[config.mk]
export PLATFORM = sky130hd
export DESIGN_NAME = ddc_quad_mixer
export DESIGN_NICKNAME = d
export VERILOG_FILES = /design/src/rtl/ddc_mix_pkg.sv /design/src/rtl/ddc_phase_acc.sv /design/src/rtl/ddc_cordic_stage.sv /design/src/rtl/ddc_cordic_rot.sv /design/src/rtl/ddc_iq_mult.sv /design/src/rtl/ddc_quad_mixer.sv
export SDC_FILE = /design/constraint.sdc
export NUM_CORES = 2
export LEC_CHECK = 0
export BUFFER_PORTS_ARGS = -buffer_cell sky130_fd_sc_hd__buf_2
export CORE_ASPECT_RATIO = 0.5
export CORE_MARGIN = 3
export CORE_UTILIZATION = 50
export CTS_BUF_LIST = sky130_fd_sc_hd__clkbuf_4
export CTS_CLUSTER_SIZE = 40
export DETAILED_ROUTE_END_ITERATION = 16
export GPL_TIMING_DRIVEN = 1
export PLACE_DENSITY = 0.75
export SLEW_MARGIN = 20
export SYNTH_ARGS = -nofsm -noshare
export SYNTH_HDL_FRONTEND = slang
export SYNTH_SLANG_ARGS = --single-unit
[constraint.sdc]
create_clock -name clk_i -period 16.52 [get_ports clk_i]
set_input_delay 3.304 -clock clk_i [delete_from_list [all_inputs] [get_ports clk_i]]
set_output_delay 3.304 -clock clk_i [all_outputs]
set_load 0.05 [all_outputs]
[src/rtl/ddc_mix_pkg.sv]
`timescale 1ns/1ps
package ddc_mix_pkg;

    // Angle width used inside the rotator: one full turn equals 2^32.
    localparam int unsigned Z_W = 32;

    // Inverse rotation gain 0.6072529350 scaled by 2^30.
    localparam logic [31:0] INV_GAIN_Q30 = 32'd652032874;

    // atan(2^-idx) expressed in units of 2^-32 turn.
    function automatic logic [Z_W-1:0] atan_turn(input int unsigned idx);
        case (idx)
            0:       return 32'd536870912;
            1:       return 32'd316933406;
            2:       return 32'd167458907;
            3:       return 32'd85004756;
            4:       return 32'd42667331;
            5:       return 32'd21354465;
            6:       return 32'd10679838;
            7:       return 32'd5340245;
            8:       return 32'd2670163;
            9:       return 32'd1335087;
            10:      return 32'd667544;
            11:      return 32'd333772;
            12:      return 32'd166886;
            13:      return 32'd83443;
            14:      return 32'd41722;
            default: return 32'd41722 >> (idx - 14);
        endcase
    endfunction

endpackage

[src/rtl/ddc_phase_acc.sv]
`timescale 1ns/1ps
module ddc_phase_acc #(
    parameter int unsigned PHASE_W = 32
) (
    input  logic               clk_i,
    input  logic               rst_ni,
    input  logic               step_i,
    input  logic [PHASE_W-1:0] ftw_i,
    output logic [PHASE_W-1:0] acc_o
);

    typedef struct packed {
        logic [PHASE_W-1:0] acc;
    } acc_st_t;

    acc_st_t st_d, st_q;

    always_comb begin
        st_d = st_q;
        if (step_i) begin
            st_d.acc = st_q.acc + ftw_i;
        end
    end

    always_ff @(posedge clk_i or negedge rst_ni) begin
        if (!rst_ni) begin
            st_q <= '0;
        end else begin
            st_q <= st_d;
        end
    end

    assign acc_o = st_q.acc;

endmodule

[src/rtl/ddc_cordic_stage.sv]
`timescale 1ns/1ps
module ddc_cordic_stage
    import ddc_mix_pkg::*;
#(
    parameter int unsigned IDX  = 0,
    parameter int unsigned CW   = 21,
    parameter int unsigned IN_W = 14
) (
    input  logic                   clk_i,
    input  logic                   rst_ni,
    input  logic signed [CW-1:0]   x_i,
    input  logic signed [CW-1:0]   y_i,
    input  logic signed [Z_W-1:0]  z_i,
    input  logic signed [IN_W-1:0] smp_i,
    input  logic [1:0]             quad_i,
    input  logic                   vld_i,
    output logic signed [CW-1:0]   x_o,
    output logic signed [CW-1:0]   y_o,
    output logic signed [Z_W-1:0]  z_o,
    output logic signed [IN_W-1:0] smp_o,
    output logic [1:0]             quad_o,
    output logic                   vld_o
);

    localparam logic signed [Z_W-1:0] ATAN = $signed(atan_turn(IDX));

    typedef struct packed {
        logic signed [CW-1:0]   x;
        logic signed [CW-1:0]   y;
        logic signed [Z_W-1:0]  z;
        logic signed [IN_W-1:0] smp;
        logic [1:0]             quad;
        logic                   vld;
    } stage_st_t;

    stage_st_t st_d, st_q;
    logic signed [CW-1:0] x_sh, y_sh;

    assign x_sh = x_i >>> IDX;
    assign y_sh = y_i >>> IDX;

    always_comb begin
        st_d      = st_q;
        st_d.smp  = smp_i;
        st_d.quad = quad_i;
        st_d.vld  = vld_i;
        if (!z_i[Z_W-1]) begin
            // remaining angle positive: rotate counter-clockwise
            st_d.x = x_i - y_sh;
            st_d.y = y_i + x_sh;
            st_d.z = z_i - ATAN;
        end else begin
            st_d.x = x_i + y_sh;
            st_d.y = y_i - x_sh;
            st_d.z = z_i + ATAN;
        end
    end

    always_ff @(posedge clk_i or negedge rst_ni) begin
        if (!rst_ni) begin
            st_q <= '0;
        end else begin
            st_q <= st_d;
        end
    end

    assign x_o    = st_q.x;
    assign y_o    = st_q.y;
    assign z_o    = st_q.z;
    assign smp_o  = st_q.smp;
    assign quad_o = st_q.quad;
    assign vld_o  = st_q.vld;

endmodule

[src/rtl/ddc_cordic_rot.sv]
`timescale 1ns/1ps
module ddc_cordic_rot
    import ddc_mix_pkg::*;
#(
    parameter int unsigned IN_W   = 14,
    parameter int unsigned ANG_W  = 24,
    parameter int unsigned FRAC   = 18,
    parameter int unsigned STAGES = 16,
    localparam int unsigned CW    = FRAC + 3
) (
    input  logic                   clk_i,
    input  logic                   rst_ni,
    input  logic [ANG_W-1:0]       phase_i,
    input  logic signed [IN_W-1:0] smp_i,
    input  logic                   vld_i,
    output logic signed [CW-1:0]   cos_o,
    output logic signed [CW-1:0]   sin_o,
    output logic signed [IN_W-1:0] smp_o,
    output logic                   vld_o
);

    // Start length = inverse gain, so the rotated vector ends near 2^FRAC.
    localparam longint unsigned X0_L = (64'(INV_GAIN_Q30) << FRAC) >> 30;
    localparam logic signed [CW-1:0] X0 = $signed(CW'(X0_L));

    // ---------------- quadrant fold register ----------------
    typedef struct packed {
        logic signed [CW-1:0]   x;
        logic signed [CW-1:0]   y;
        logic signed [Z_W-1:0]  z;
        logic signed [IN_W-1:0] smp;
        logic [1:0]             quad;
        logic                   vld;
    } fold_st_t;

    fold_st_t fold_d, fold_q;
    logic [Z_W-1:0] z_res;

    assign z_res = Z_W'(phase_i[ANG_W-3:0]) << (Z_W - ANG_W);

    always_comb begin
        fold_d      = fold_q;
        fold_d.x    = X0;
        fold_d.y    = '0;
        fold_d.z    = $signed(z_res);
        fold_d.smp  = smp_i;
        fold_d.quad = phase_i[ANG_W-1 -: 2];
        fold_d.vld  = vld_i;
    end

    always_ff @(posedge clk_i or negedge rst_ni) begin
        if (!rst_ni) begin
            fold_q <= '0;
        end else begin
            fold_q <= fold_d;
        end
    end

    // ---------------- micro-rotation chain ----------------
    logic signed [CW-1:0]   xa   [STAGES+1];
    logic signed [CW-1:0]   ya   [STAGES+1];
    logic signed [Z_W-1:0]  za   [STAGES+1];
    logic signed [IN_W-1:0] sa   [STAGES+1];
    logic [1:0]             qa   [STAGES+1];
    logic                   va   [STAGES+1];

    assign xa[0] = fold_q.x;
    assign ya[0] = fold_q.y;
    assign za[0] = fold_q.z;
    assign sa[0] = fold_q.smp;
    assign qa[0] = fold_q.quad;
    assign va[0] = fold_q.vld;

    for (genvar k = 0; k < STAGES; k++) begin : g_stage
        ddc_cordic_stage #(
            .IDX  (k),
            .CW   (CW),
            .IN_W (IN_W)
        ) u_stage (
            .clk_i  (clk_i),
            .rst_ni (rst_ni),
            .x_i    (xa[k]),
            .y_i    (ya[k]),
            .z_i    (za[k]),
            .smp_i  (sa[k]),
            .quad_i (qa[k]),
            .vld_i  (va[k]),
            .x_o    (xa[k+1]),
            .y_o    (ya[k+1]),
            .z_o    (za[k+1]),
            .smp_o  (sa[k+1]),
            .quad_o (qa[k+1]),
            .vld_o  (va[k+1])
        );
    end

    // ---------------- quadrant restore register ----------------
    typedef struct packed {
        logic signed [CW-1:0]   c;
        logic signed [CW-1:0]   s;
        logic signed [IN_W-1:0] smp;
        logic                   vld;
    } rest_st_t;

    rest_st_t rest_d, rest_q;
    logic signed [CW-1:0] x_end, y_end;

    assign x_end = xa[STAGES];
    assign y_end = ya[STAGES];

    always_comb begin
        rest_d     = rest_q;
        rest_d.smp = sa[STAGES];
        rest_d.vld = va[STAGES];
        unique case (qa[STAGES])
            2'd0: begin rest_d.c =  x_end; rest_d.s =  y_end; end
            2'd1: begin rest_d.c = -y_end; rest_d.s =  x_end; end
            2'd2: begin rest_d.c = -x_end; rest_d.s = -y_end; end
            default: begin rest_d.c = y_end; rest_d.s = -x_end; end
        endcase
    end

    always_ff @(posedge clk_i or negedge rst_ni) begin
        if (!rst_ni) begin
            rest_q <= '0;
        end else begin
            rest_q <= rest_d;
        end
    end

    assign cos_o = rest_q.c;
    assign sin_o = rest_q.s;
    assign smp_o = rest_q.smp;
    assign vld_o = rest_q.vld;

endmodule

[src/rtl/ddc_iq_mult.sv]
`timescale 1ns/1ps
module ddc_iq_mult #(
    parameter int unsigned IN_W  = 14,
    parameter int unsigned CW    = 21,
    parameter int unsigned FRAC  = 18,
    parameter int unsigned OUT_W = 16
) (
    input  logic                    clk_i,
    input  logic                    rst_ni,
    input  logic signed [CW-1:0]    cos_i,
    input  logic signed [CW-1:0]    sin_i,
    input  logic signed [IN_W-1:0]  smp_i,
    input  logic                    vld_i,
    output logic signed [OUT_W-1:0] i_o,
    output logic signed [OUT_W-1:0] q_o,
    output logic                    vld_o
);

    localparam int unsigned SH = FRAC - (OUT_W - IN_W);
    localparam int unsigned PW = IN_W + CW;
    localparam logic signed [PW-1:0] MAXV = PW'((64'sd1 <<< (OUT_W - 1)) - 64'sd1);
    localparam logic signed [PW-1:0] MINV = PW'(-(64'sd1 <<< (OUT_W - 1)));
    localparam logic signed [PW-1:0] HALF = PW'(64'sd1 <<< (SH - 1));

    function automatic logic signed [OUT_W-1:0] mix_round(
        input logic signed [IN_W-1:0] a,
        input logic signed [CW-1:0]   b
    );
        logic signed [PW-1:0] p;
        logic signed [PW-1:0] r;
        p = PW'(a) * PW'(b);
        r = (p + HALF) >>> SH;
        if (r > MAXV) begin
            return MAXV[OUT_W-1:0];
        end else if (r < MINV) begin
            return MINV[OUT_W-1:0];
        end
        return r[OUT_W-1:0];
    endfunction

    typedef struct packed {
        logic signed [OUT_W-1:0] i;
        logic signed [OUT_W-1:0] q;
        logic                    vld;
    } mult_st_t;

    mult_st_t st_d, st_q;

    always_comb begin
        st_d     = st_q;
        st_d.i   = mix_round(smp_i, cos_i);
        st_d.q   = mix_round(smp_i, sin_i);
        st_d.vld = vld_i;
    end

    always_ff @(posedge clk_i or negedge rst_ni) begin
        if (!rst_ni) begin
            st_q <= '0;
        end else begin
            st_q <= st_d;
        end
    end

    assign i_o   = st_q.i;
    assign q_o   = st_q.q;
    assign vld_o = st_q.vld;

endmodule

[src/rtl/ddc_quad_mixer.sv]
`timescale 1ns/1ps
module ddc_quad_mixer #(
    parameter int unsigned IN_W    = 14,
    parameter int unsigned OUT_W   = 16,
    parameter int unsigned PHASE_W = 32,
    parameter int unsigned ANG_W   = 24,
    parameter int unsigned FRAC    = 18,
    parameter int unsigned STAGES  = 16
) (
    input  logic                    clk_i,
    input  logic                    rst_ni,
    input  logic [PHASE_W-1:0]      ftw_i,
    input  logic                    smp_valid_i,
    input  logic signed [IN_W-1:0]  smp_i,
    output logic                    iq_valid_o,
    output logic signed [OUT_W-1:0] i_o,
    output logic signed [OUT_W-1:0] q_o
);

    localparam int unsigned CW = FRAC + 3;

    logic [PHASE_W-1:0]     acc_w;
    logic signed [CW-1:0]   cos_w, sin_w;
    logic signed [IN_W-1:0] smp_w;
    logic                   vld_w;

    ddc_phase_acc #(
        .PHASE_W (PHASE_W)
    ) u_acc (
        .clk_i  (clk_i),
        .rst_ni (rst_ni),
        .step_i (smp_valid_i),
        .ftw_i  (ftw_i),
        .acc_o  (acc_w)
    );

    ddc_cordic_rot #(
        .IN_W   (IN_W),
        .ANG_W  (ANG_W),
        .FRAC   (FRAC),
        .STAGES (STAGES)
    ) u_rot (
        .clk_i   (clk_i),
        .rst_ni  (rst_ni),
        .phase_i (acc_w[PHASE_W-1 -: ANG_W]),
        .smp_i   (smp_i),
        .vld_i   (smp_valid_i),
        .cos_o   (cos_w),
        .sin_o   (sin_w),
        .smp_o   (smp_w),
        .vld_o   (vld_w)
    );

    ddc_iq_mult #(
        .IN_W  (IN_W),
        .CW    (CW),
        .FRAC  (FRAC),
        .OUT_W (OUT_W)
    ) u_mult (
        .clk_i  (clk_i),
        .rst_ni (rst_ni),
        .cos_i  (cos_w),
        .sin_i  (sin_w),
        .smp_i  (smp_w),
        .vld_i  (vld_w),
        .i_o    (i_o),
        .q_o    (q_o),
        .vld_o  (iq_valid_o)
    );

endmodule

==> out/metrics.cfg <==
[sta]
slew_viol_final = 0
setup_tns_ps = 0
min_period_ps = 7820
setup_viol_count_final = 0
period_share_pct = 47.3
skew_ps = 122
hold_violations = 0
worst_pin_slew_ps = 1110
slew_headroom_pct = 24.8
rsz0062_at_grt = false
max_freq_mhz = 128

[final_layout]
layout.nets = 13300
fillers = 19000
mostFrequentLayoutCell = dfrtp_1
layout_common_cells = dfrtp_1, ha_1, inv_1
post_route_cells_drive_above_1_share_pct = 6.91
syn_to_final_growth_pct = 7.24
design_area_um2 = 117000

[placed_design]
dp.final_hpwl_mm = 172
io_buffers = 81
place_area_um2 = 113000
gp_congestion = 0.913

[synthesis]
synthesis.area_um2 = 110000
synth-main-ff-cell = dfrtp_1
async_reset_ff_share_pct = 100
synth_edf_count = 0
ys_ff_latch = 1456
yosysSeqAreaShare_pct = 33.3
synth_area_leaders = dfrtp_1, ha_1, fa_1, xnor2_1, a21oi_1
ys_types = 88
synth.avg_cell_area_um2 = 9.75
syn_inst = 11200
syn_nets = 13100
yosysTopAreaCellShare_pct = 33.3
yosys.area.top_type = dfrtp_1
synth_warnings = 0

[detailed_routing]
drt_wl_total_mm = 223
vias = 79300
viasPerCell = 5.42
drc_errors = 0
drtIter0Drc = 4017
first_pass_iters = 7
postRouteAntennaNets = 0
wl_per_cell_um = 15.3

[floorplan]
die_w_um = 668
core-area_um2 = 216000
die_h_um = 337
row_count = 120
num_io_pins = 82
start_util_pct = 50.7
die_area_um2 = 225000

[grt]
grt_remaining_overflow = 0
antenna_found_initial = 3
track_usage_pct = 20.0
grt_max_degree = 178
grt_pass1_wl_mm = 380
grt_pass1_vias = 80900

[clocking]
ctsHoldBuffers = 0
clock_latency_ps = 1190
tritoncts = done
post-cts-setup-buffer-count = 0
path_clk_slew_ps = 70
htree_levels = 5
ctsLongestPathBuffers = 4
root_buffer = clkbuf_4
cts_sinks = 1456
ctsResizeCount = 0
cts_buffers = 345

[critical_path]
startpoint_type = register
crit-reg2reg-capture = u_mult.q_o[7]
cp.required_ps = 17520
rr_startpoint = u_rot.smp_o[2]
critical_path_class = reg2reg
path_max_fanout = 40
end_kind = register
reg2reg_depth = 23
arrival_ps = 8820
r2r_setup_slack_ps = 8700

[hold_path]
hold-path-cell-count = 0
hold_class = reg2reg
hold_path_end = u_rot.g_stage[3].u_stage.smp_o[3]
min_from = u_rot.g_stage[2].u_stage.smp_o[3]

[run]
maxCapViolCount = 0

[status]
status = finished clean

[how the worst max path moves through the flow]
stage | depth (start not counted) | slack, ps | from | end
floorplan | 25 | 9530 | u_rot.smp_o[2] | u_mult.q_o[10]
global placement | 23 | 8860 | u_rot.smp_o[2] | u_mult.q_o[7]
finish | 23 | 8700 | u_rot.smp_o[2] | u_mult.q_o[7]
CTS | 23 | 8710 | u_rot.smp_o[2] | u_mult.q_o[7]
global route | 23 | 8150 | u_rot.smp_o[2] | u_mult.q_o[7]
detailed placement | 23 | 8760 | u_rot.smp_o[2] | u_mult.q_o[7]
[cell usage after synthesis (all sizes together) (307+ instances only)]
cell type  number
a21o          307
a21oi         845
dfrtp        1456
fa            599
ha           1193
inv          1024
nand2         766
nor2          735
nor3          369
o21ai         440
xnor2         842
xor2          361
[metrics by stage]
stage,hold slack [ps],instances,util (%),setup slack (ps)
global placement,332,14000,52.4,8860
detailed placement,335,14000,52.4,8760
CTS,307,14600,54.4,8710
finish,318,14600,54.4,8700
floorplan,331,11200,-,9530
global route,312,14600,54.4,8150
[registers in the layout, summed over array words and instances, names as in the netlist, 32 cells and up]
signal and count:
u_rot.g_stage.u_stage.x_o 294, u_rot.g_stage.u_stage.quad_o 32, u_rot.g_stage.u_stage.y_o 297, u_rot.fold_q 39, u_rot.g_stage.u_stage.smp_o 224, u_rot.g_stage.u_stage.z_o 432
u_acc.acc_o 32
[cells by family (layout without fill, tap and decap cells)]
| group | Yosys count | in the layout | share of synthesized area (%) |
|---|---|---|---|
| AO/OA/AOI/OAI | 2380 | 2380 | 13.7 |
| AND/OR/NAND/NOR | 3065 | 3065 | 13.6 |
| flip-flops | 1456 | 1456 | 33.3 |
| XOR/XNOR | 1203 | 1203 | 9.62 |
| buffers and inverters | 1230 | 1754 | 4.22 |
| adder cells (fa/ha/maj) | 1792 | 1792 | 24.6 |
| other | 1 | 6 | 0.00342 |
| multiplexers | 104 | 104 | 1.05 |
[area by class of cell]
cell class	count	area, um^2	area share, %
Antenna cell	5	12.5	0.0106
Clock buffer	474	3560	3.03
Clock inverter	124	721	0.613
Inverter	1026	3850	3.28
Multi-Input combinational cell	8545	68500	58.3
Sequential cell	1456	36400	31.0
Tap cell	2867	3590	3.05
Timing Repair Buffer	130	830	0.706
[layer usage]
layer	wire, um	global-route usage (%)	up-vias	share of wire [%]
li1	-	-	39300	-
met1	95300	24.3	38000	43
met2	111000	35.9	1596	50
met3	9350	3.02	523	4.2
met4	7580	7.52	2	3.4
met5	17	0	-	0.0076
[worst max-delay path, cell delays in order (launching register included)]
cell and delay (ps):
dfrtp_1 350, buf_4 380, nand2_1 250, fa_1 550, inv_1 80, fa_1 930, inv_1 200, fa_1 560
inv_1 50, fa_1 460, fa_1 540, inv_1 50, fa_1 500, inv_1 40, ha_1 340, and4_1 210
a221oi_1 260, o21ai_0 170, a21oi_1 290, a21oi_1 130, o41ai_1 460, a21oi_1 130, o2111a_1 430, a31o_2 290
Power is left out: the tool's default activity adds up to more than one toggle a clock period on the data nets, which glitch-free logic cannot reach.
